`config.mk`:
```
export PLATFORM = sky130hd
export DESIGN_NAME = i2c_byte_dbuf
export DESIGN_NICKNAME = d
export VERILOG_FILES = /design/src/rtl/i2c_dbuf_pkg.sv /design/src/rtl/i2c_dbuf_ctrl.sv /design/src/rtl/i2c_dbuf_txbuf.sv /design/src/rtl/i2c_dbuf_shift.sv /design/src/rtl/i2c_dbuf_rxbuf.sv /design/src/rtl/i2c_byte_dbuf.sv
export SDC_FILE = /design/constraint.sdc
export NUM_CORES = 1
export LEC_CHECK = 0
export BUFFER_PORTS_ARGS = -buffer_cell sky130_fd_sc_hd__buf_2
export CAP_MARGIN = 20
export CORE_ASPECT_RATIO = 1.25
export CORE_MARGIN = 5
export CORE_UTILIZATION = 45
export DETAILED_ROUTE_END_ITERATION = 16
export PLACE_DENSITY = 0.79
export REMOVE_ABC_BUFFERS = 1
export SLEW_MARGIN = 30
export SYNTH_ARGS = -nofsm -noshare
export SYNTH_HDL_FRONTEND = slang
export SYNTH_HIERARCHICAL = 1
export SYNTH_SLANG_ARGS = --single-unit
export TNS_END_PERCENT = 100
```
`constraint.sdc`:
```
create_clock -name clk -period 1.8 [get_ports clk]
set_clock_uncertainty 0.1 [all_clocks]
set_input_delay 0.09 -clock clk [delete_from_list [all_inputs] [get_ports clk]]
set_output_delay 0.09 -clock clk [all_outputs]
set_load 0.01 [all_outputs]
```
`src/rtl/i2c_dbuf_pkg.sv`:
```
package i2c_dbuf_pkg;

    localparam int BYTE_W = 8;

    typedef enum logic [2:0] {
        SH_HOLD,
        SH_FROM_TX,
        SH_FROM_CPU,
        SH_FROM_BUS,
        SH_RELEASE,
        SH_FLUSH
    } shift_op_e;

    typedef struct packed {
        logic start;
        logic frame_done;
        logic addr_match;
        logic xmit;
        logic master;
    } bus_ev_t;

    typedef struct packed {
        shift_op_e shift_op;
        logic      tx_wr;
        logic      tx_take;
        logic      tx_flush;
        logic      rx_load;
        logic      rx_ovr;
        logic      wr_bad;
    } ctrl_t;

    function automatic logic write_permitted(input logic xmit, input logic master,
                                             input logic matched);
        return xmit && (master || matched);
    endfunction

endpackage

```
`src/rtl/i2c_dbuf_ctrl.sv`:
```
module i2c_dbuf_ctrl
    import i2c_dbuf_pkg::*;
(
    input  logic    clk,
    input  logic    rst,
    input  bus_ev_t ev,
    input  logic    cpu_wr,
    input  logic    cpu_rd,
    input  logic    tx_empty,
    input  logic    shift_busy,
    input  logic    rx_full,
    output ctrl_t   ctl,
    output logic    wr_err
);

    logic matched_q;
    logic accept;
    logic flush;
    logic wr_ok;
    logic rx_done;

    always_ff @(posedge clk) begin
        if (rst) begin
            matched_q <= 1'b0;
            wr_err    <= 1'b0;
        end else begin
            if (ev.addr_match)
                matched_q <= 1'b1;
            else if (ev.start)
                matched_q <= 1'b0;
            if (ctl.wr_bad)
                wr_err <= 1'b1;
        end
    end

    always_comb begin
        accept  = write_permitted(ev.xmit, ev.master, matched_q);
        flush   = ev.start && ev.master;
        wr_ok   = cpu_wr && accept && !flush;
        rx_done = ev.frame_done && !ev.xmit;

        ctl          = '0;
        ctl.shift_op = SH_HOLD;
        ctl.wr_bad   = cpu_wr && !accept;
        ctl.rx_load  = rx_done && (!rx_full || cpu_rd);
        ctl.rx_ovr   = rx_done && rx_full && !cpu_rd;

        if (flush) begin
            ctl.shift_op = SH_FLUSH;
            ctl.tx_flush = 1'b1;
        end else if (rx_done) begin
            ctl.shift_op = SH_FROM_BUS;
        end else if (ev.xmit) begin
            if (ev.frame_done) begin
                if (!tx_empty) begin
                    ctl.shift_op = SH_FROM_TX;
                    ctl.tx_take  = 1'b1;
                    ctl.tx_wr    = wr_ok;
                end else if (wr_ok) begin
                    ctl.shift_op = SH_FROM_CPU;
                end else begin
                    ctl.shift_op = SH_RELEASE;
                end
            end else if (wr_ok) begin
                if (!shift_busy)
                    ctl.shift_op = SH_FROM_CPU;
                else
                    ctl.tx_wr = 1'b1;
            end
        end
    end


    slave_reject_chk: assert property (@(posedge clk) disable iff (rst)
        (cpu_wr && !ev.master && !matched_q) |-> !ctl.tx_wr && (ctl.shift_op != SH_FROM_CPU));

endmodule

```
`src/rtl/i2c_dbuf_txbuf.sv`:
```
module i2c_dbuf_txbuf #(
    parameter int W = i2c_dbuf_pkg::BYTE_W
) (
    input  logic         clk,
    input  logic         rst,
    input  logic         wr,
    input  logic         take,
    input  logic         flush,
    input  logic [W-1:0] wd,
    output logic [W-1:0] data,
    output logic         empty
);

    always_ff @(posedge clk) begin
        if (rst) begin
            data  <= '0;
            empty <= 1'b1;
        end else if (flush) begin
            empty <= 1'b1;
        end else if (wr) begin
            data  <= wd;
            empty <= 1'b0;
        end else if (take) begin
            empty <= 1'b1;
        end
    end


    tx_take_nonempty_chk: assert property (@(posedge clk) disable iff (rst)
        take |-> !empty);

endmodule

```
`src/rtl/i2c_dbuf_shift.sv`:
```
module i2c_dbuf_shift
    import i2c_dbuf_pkg::*;
#(
    parameter int W = BYTE_W
) (
    input  logic         clk,
    input  logic         rst,
    input  shift_op_e    op,
    input  logic [W-1:0] tx_byte,
    input  logic [W-1:0] cpu_byte,
    input  logic [W-1:0] bus_byte,
    output logic [W-1:0] q,
    output logic         busy
);

    always_ff @(posedge clk) begin
        if (rst) begin
            q    <= '0;
            busy <= 1'b0;
        end else begin
            unique case (op)
                SH_FROM_TX: begin
                    q    <= tx_byte;
                    busy <= 1'b1;
                end
                SH_FROM_CPU: begin
                    q    <= cpu_byte;
                    busy <= 1'b1;
                end
                SH_FROM_BUS: begin
                    q    <= bus_byte;
                    busy <= 1'b0;
                end
                SH_RELEASE: busy <= 1'b0;
                SH_FLUSH: begin
                    q    <= '0;
                    busy <= 1'b0;
                end
                default: ;
            endcase
        end
    end

endmodule

```
`src/rtl/i2c_dbuf_rxbuf.sv`:
```
module i2c_dbuf_rxbuf #(
    parameter int W = i2c_dbuf_pkg::BYTE_W
) (
    input  logic         clk,
    input  logic         rst,
    input  logic         load,
    input  logic         ovr,
    input  logic         rd,
    input  logic [W-1:0] byte_in,
    output logic [W-1:0] data,
    output logic         full,
    output logic         overrun
);

    always_ff @(posedge clk) begin
        if (rst) begin
            data    <= '0;
            full    <= 1'b0;
            overrun <= 1'b0;
        end else begin
            if (load) begin
                data <= byte_in;
                full <= 1'b1;
            end else if (rd) begin
                full <= 1'b0;
            end
            if (ovr)
                overrun <= 1'b1;
        end
    end


    rx_ovr_excl_chk: assert property (@(posedge clk) disable iff (rst)
        !(load && ovr));

endmodule

```
`src/rtl/i2c_byte_dbuf.sv`:
```
module i2c_byte_dbuf
    import i2c_dbuf_pkg::*;
#(
    parameter int W = BYTE_W
) (
    input  logic         clk,
    input  logic         rst,
    input  logic         cpu_wr_en,
    input  logic [W-1:0] cpu_wr_data,
    input  logic         cpu_rd_en,
    output logic [W-1:0] cpu_rd_data,
    input  logic         bus_start,
    input  logic         bus_frame_done,
    input  logic         bus_addr_match,
    input  logic         bus_xmit,
    input  logic         bus_master,
    input  logic [W-1:0] bus_rx_byte,
    output logic [W-1:0] shift_q,
    output logic         shift_busy,
    output logic         tx_empty,
    output logic         rx_full,
    output logic         rx_overrun,
    output logic         wr_err
);

    bus_ev_t      ev;
    ctrl_t        ctl;
    logic [W-1:0] tx_data;

    always_comb begin
        ev.start      = bus_start;
        ev.frame_done = bus_frame_done;
        ev.addr_match = bus_addr_match;
        ev.xmit       = bus_xmit;
        ev.master     = bus_master;
    end

    i2c_dbuf_ctrl ctrl_i (
        .clk        (clk),
        .rst        (rst),
        .ev         (ev),
        .cpu_wr     (cpu_wr_en),
        .cpu_rd     (cpu_rd_en),
        .tx_empty   (tx_empty),
        .shift_busy (shift_busy),
        .rx_full    (rx_full),
        .ctl        (ctl),
        .wr_err     (wr_err)
    );

    i2c_dbuf_txbuf #(.W(W)) txbuf_i (
        .clk   (clk),
        .rst   (rst),
        .wr    (ctl.tx_wr),
        .take  (ctl.tx_take),
        .flush (ctl.tx_flush),
        .wd    (cpu_wr_data),
        .data  (tx_data),
        .empty (tx_empty)
    );

    i2c_dbuf_shift #(.W(W)) shift_i (
        .clk      (clk),
        .rst      (rst),
        .op       (ctl.shift_op),
        .tx_byte  (tx_data),
        .cpu_byte (cpu_wr_data),
        .bus_byte (bus_rx_byte),
        .q        (shift_q),
        .busy     (shift_busy)
    );

    i2c_dbuf_rxbuf #(.W(W)) rxbuf_i (
        .clk     (clk),
        .rst     (rst),
        .load    (ctl.rx_load),
        .ovr     (ctl.rx_ovr),
        .rd      (cpu_rd_en),
        .byte_in (bus_rx_byte),
        .data    (cpu_rd_data),
        .full    (rx_full),
        .overrun (rx_overrun)
    );


    master_start_flush_chk: assert property (@(posedge clk) disable iff (rst)
        (bus_start && bus_master) |=> (tx_empty && !shift_busy && shift_q == '0));


    rx_mode_no_take_chk: assert property (@(posedge clk) disable iff (rst)
        (!bus_xmit && !bus_start) |=> !$rose(tx_empty));


    rx_write_refused_chk: assert property (@(posedge clk) disable iff (rst)
        (cpu_wr_en && !bus_xmit && !bus_start) |=> (wr_err && $stable(tx_empty)));


    rx_fill_chk: assert property (@(posedge clk) disable iff (rst)
        (bus_frame_done && !bus_xmit) |=> rx_full);


    rx_ack_chk: assert property (@(posedge clk) disable iff (rst)
        (cpu_rd_en && !(bus_frame_done && !bus_xmit)) |=> !rx_full);


    rx_overrun_hold_chk: assert property (@(posedge clk) disable iff (rst)
        (bus_frame_done && !bus_xmit && rx_full && !cpu_rd_en)
        |=> (rx_overrun && $stable(cpu_rd_data)));

endmodule

```
After elaboration in Yosys (flattened, before gate mapping)
Cells that the tools add are included.
{"block": "totals", "word_cells": 62, "register_bits": 30, "output_inout_bits": 21}
{"block": "classes", "muxes": 22, "n_bitwise": 1, "reduce_logical": 25, "eq_ne": 5}
{"op": "$pmux W8 S4", "n": 1}
{"op": "$mux W3", "n": 5}
{"op": "$logic_and A1 B1 Y1", "n": 9}
{"op": "$mux W1", "n": 9}
{"op": "$mux W2", "n": 4}
{"op": "$reduce_bool A2 Y1", "n": 4}
{"op": "$eq A3 B2 Y1 const B", "n": 2}
{"op": "$eq A3 B3 Y1 const B", "n": 2}
{"op": "$logic_not A1 Y1", "n": 5}
{"op": "$mux W5", "n": 1}
{"op": "$mux W4", "n": 1}
{"op": "$reduce_bool A4 Y1", "n": 1}
{"op": "$reduce_or A2 Y1", "n": 2}
{"op": "$eq A3 B1 Y1 const B", "n": 1}
{"op": "$reduce_or A3 Y1", "n": 1}
{"op": "$logic_or A1 B1 Y1", "n": 2}
{"op": "$pmux W1 S2", "n": 1}
{"op": "$reduce_and A2 Y1", "n": 1}
{"op": "$not A1 Y1", "n": 1}

Longest topological paths before layout
{"block": "logic_depth", "ltp_word": 13, "depth_mapped": 8, "mapped_depth_nobuf": 6}

Modules after synthesis
The synthesis kept the hierarchy.
{"module": "i2c_dbuf_shift", "cells_each": 56, "area_per_inst_um2": 520.5, "instances": 1}
{"module": "i2c_dbuf_txbuf", "cells_each": 38, "area_per_inst_um2": 402.9, "instances": 1}
{"module": "i2c_dbuf_rxbuf", "cells_each": 33, "area_per_inst_um2": 349.1, "instances": 1}
{"module": "i2c_dbuf_ctrl", "cells_each": 29, "area_per_inst_um2": 209.0, "instances": 1}

Worst setup path before layout
No wires, ideal clock.
{"block": "synth_path", "path_kind": "reg2reg", "start": "register txbuf_i.empty", "end": "register shift_i.q[0]", "t_arrival_ns": 1.603, "slack_ns": -0.026, "path_stages_with_launch": 8, "path_cell_list": "dfxtp_1 o211ai_1 a31oi_1 o21a_1 buf_6 mux2_1 o32ai_1 nor3_1"}
{"element": "start, declared", "line_no": "i2c_dbuf_txbuf.sv:11", "source": "output logic empty"}
{"element": "start signal, assigned", "line_no": "i2c_dbuf_txbuf.sv:17", "source": "empty <= 1'b1;"}
{"element": "start signal, assigned", "line_no": "i2c_dbuf_txbuf.sv:19", "source": "empty <= 1'b1;"}
{"element": "start signal, assigned", "line_no": "i2c_dbuf_txbuf.sv:22", "source": "empty <= 1'b0;"}
{"element": "end signal, assigned", "line_no": "i2c_dbuf_shift.sv:23", "source": "q <= tx_byte;"}
{"element": "end signal, assigned", "line_no": "i2c_dbuf_shift.sv:27", "source": "q <= cpu_byte;"}
{"element": "end signal, assigned", "line_no": "i2c_dbuf_shift.sv:31", "source": "q <= bus_byte;"}
{"element": "end, declared", "line_no": "i2c_dbuf_shift.sv:12", "source": "output logic [W-1:0] q,"}

==> flow_summary_export.csv <==
group,metric,value,unit
layout,antenna_cells,0,
die,rows,23,
global_route,grt_start_max_net_pins,33,
sta,final-hold-violation-count,0,
clocking,cts_buffers,5,
worst_setup_path,start_kind,"register",
clocking,cts_tree,"yes",
synth,netlist_instances,155,
drt,drc,0,
power,vdd.ir_drop.worst,0.000509,V
layout,drive_gt1_frac,0.418,
global_route,grt_pass1_wl,5830,um
drt,vias,1432,
worst_setup_path,cp_max_fo,5,
power,cellPowerDensity,776,nW/um^2
worst_setup_path,setup.worst_path.start,"ctrl_i/matched_q$_SDFFE_PP0P_",
clocking,clockRootBuffer,"clkbuf_8",
status,violations,"setup timing",
drt,wl_met1,1580,um
layout,final_common_cell,"buf_2",
power,cellLeakagePower,0.000938,uW
drt,vias_per_cell,5.47,
die,die-area,4530,um^2
layout,area_delta_synth_final,44.1,%
sta,rsz0062_at_grt,"yes",
min_path,hp-class,"in -> reg",
drt,wl_met2,2170,um
placement,finalWeightedCongestion,0.884,
global_route,antenna_found_initial,0,
clocking,clock_latency,0.28,ns
clocking,clockBufferDepth,2,
worst_setup_path,endpoint_kind,"register",
synth,avgSynthCellArea,9.52,um^2
drt,post_drt_wl_per_cell,16.0,um
min_path,hold_start,"cpu_wr_data[6]",
die,die_height,74.0,um
sta,relSlewSlack,0.670,
die,start_util,0.462,
drt,drt_pass1_iterations,4,
sta,worst_pin_slew,0.495,ns
sta,layout_setup_ws,-0.0590,ns
clocking,clk_pin_slew,0.06,ns
layout,design_area,2130,um^2
worst_setup_path,cp_data_required_time,1.87,ns
sta,fin_setup_tns,-0.181,ns
worst_setup_path,cp_slowest_cell,"dfxtp_2",
layout,nNetsFinal,249,
run,maxCapViolations,0,
drt,drt_iter0_markers,92,
sta,slew_violations,0,
worst_setup_path,arrival,1.93,ns
die,num_io_pins,46,
synth,synth_warnings,6,
placement,dp_hpwl,2580,um
sta,timing.final.crit_share,1.03,
sta,max_freq,538,MHz
placement,portBuffers,45,
sta,setup_viol,6,
worst_setup_path,path_class,"reg -> reg",
worst_setup_path,timing.rr.start,"ctrl_i/matched_q$_SDFFE_PP0P_",
drt,highest_layer,"met4",
drt,drt-total-wl,4190,um
layout,layout_common_cells,"buf_2, dfxtp_1, nor2_1, dlygate4sd3_1",
worst_setup_path,path_cells,"o211ai_1 -> nor2_1 -> o21a_1 -> buf_6 -> mux2_4 -> o32ai_2 -> nor3_1",
clocking,cts.sinks,30,
die,die_w,61.2,um
status,outcome,"finished with violations",
global_route,grt_pass1_vias,1358,
global_route,overflow,0,
drt,dr_wl_met3,351,um
synth,syn_area,1480,um^2
placement,place_ws,-0.0254,ns
clocking,h-tree-depth,2,
worst_setup_path,cp_slowest_stage_delay,0.33,ns
sta,period_needed,1.86,ns
global_route,track_usage,0.174,
placement,placed_area,1730,um^2
die,core_area,3190,um^2
drt,ant_nets,0,
==> final cells by class <==
cell class,instances,area [um^2]
multi-input combinational,112,907
clock buffer,7,86.3
tap,37,46.3
fill,243,1070
timing repair buffer,71,464
clock inverter,1,5.00
inverter,4,15.0
sequential,30,602
==> path summary, 6_finish.rpt <==
kind | end | slack [ns] | cells after the start
min reg2reg | txbuf_i/data[6]$_SDFFE_PP0P_ | 0.37 | 2
max | shift_i/q[0]$_SDFFE_PP0P_ | -0.06 | 7
max reg2reg | shift_i/q[0]$_SDFFE_PP0P_ | -0.06 | 7
min | txbuf_i/data[6]$_SDFFE_PP0P_ | 0.02 | 3
==> what timing repair did <==
action                                  in CTS  in global routing
pin swaps                                    1                 18
endpoints found under the setup margin       4                  9
hold endpoints to repair                    14                  0
cloned                                       0                  1
resized for setup                            4                 21
setup buffers                                1                  3
hold buffers                                14                  0
==> registers in the layout, summed over array words and instances (netlist names) <==
signal	flops
rxbuf_i/data	8
ctrl_i/matched_q	1
txbuf_i/empty	1
rxbuf_i/overrun	1
txbuf_i/data	8
shift_i/q	8
ctrl_i/wr_err	1
shift_i/busy	1
rxbuf_i/full	1
==> routing by layer <==
layer / up-vias / track usage
met5: - / 0
met4: 0 / 0.0699
met3: 9 / 0.0434
met2: 67 / 0.291
met1: 663 / 0.211
li1: 693 / -
==> per-stage QoR <==
stage,std cells,power [uW],hold WS [ns],utilization
after floorplan,146,893,0.0591,-
after global placement,235,1010,0.211,0.541
after detailed placement,235,1020,0.214,0.541
after CTS,258,1600,0.00672,0.623
after global routing,262,1730,0.0305,0.665
final,262,1650,0.0162,0.665
==> critical path, delay by kind of cell, from the launching register on <==
family                 cells  cell delay [ns]
AO/OA/AOI/OAI              3             0.66
flip-flops                 1             0.33
multiplexers               1             0.30
AND/OR/NAND/NOR            2             0.19
buffers and inverters      1             0.16
==> report_power, final <==
| part | switching (uW) | leakage, uW | internal [uW] | total [uW] |
|---|---|---|---|---|
| sequential | 19.1 | 0.000246 | 702 | 721 |
| clock | 242 | 0.0000482 | 308 | 550 |
| combinational | 189 | 0.000644 | 191 | 380 |
| total | 451 | 0.000938 | 1200 | 1650 |
(Power assumes the default switching activity.)
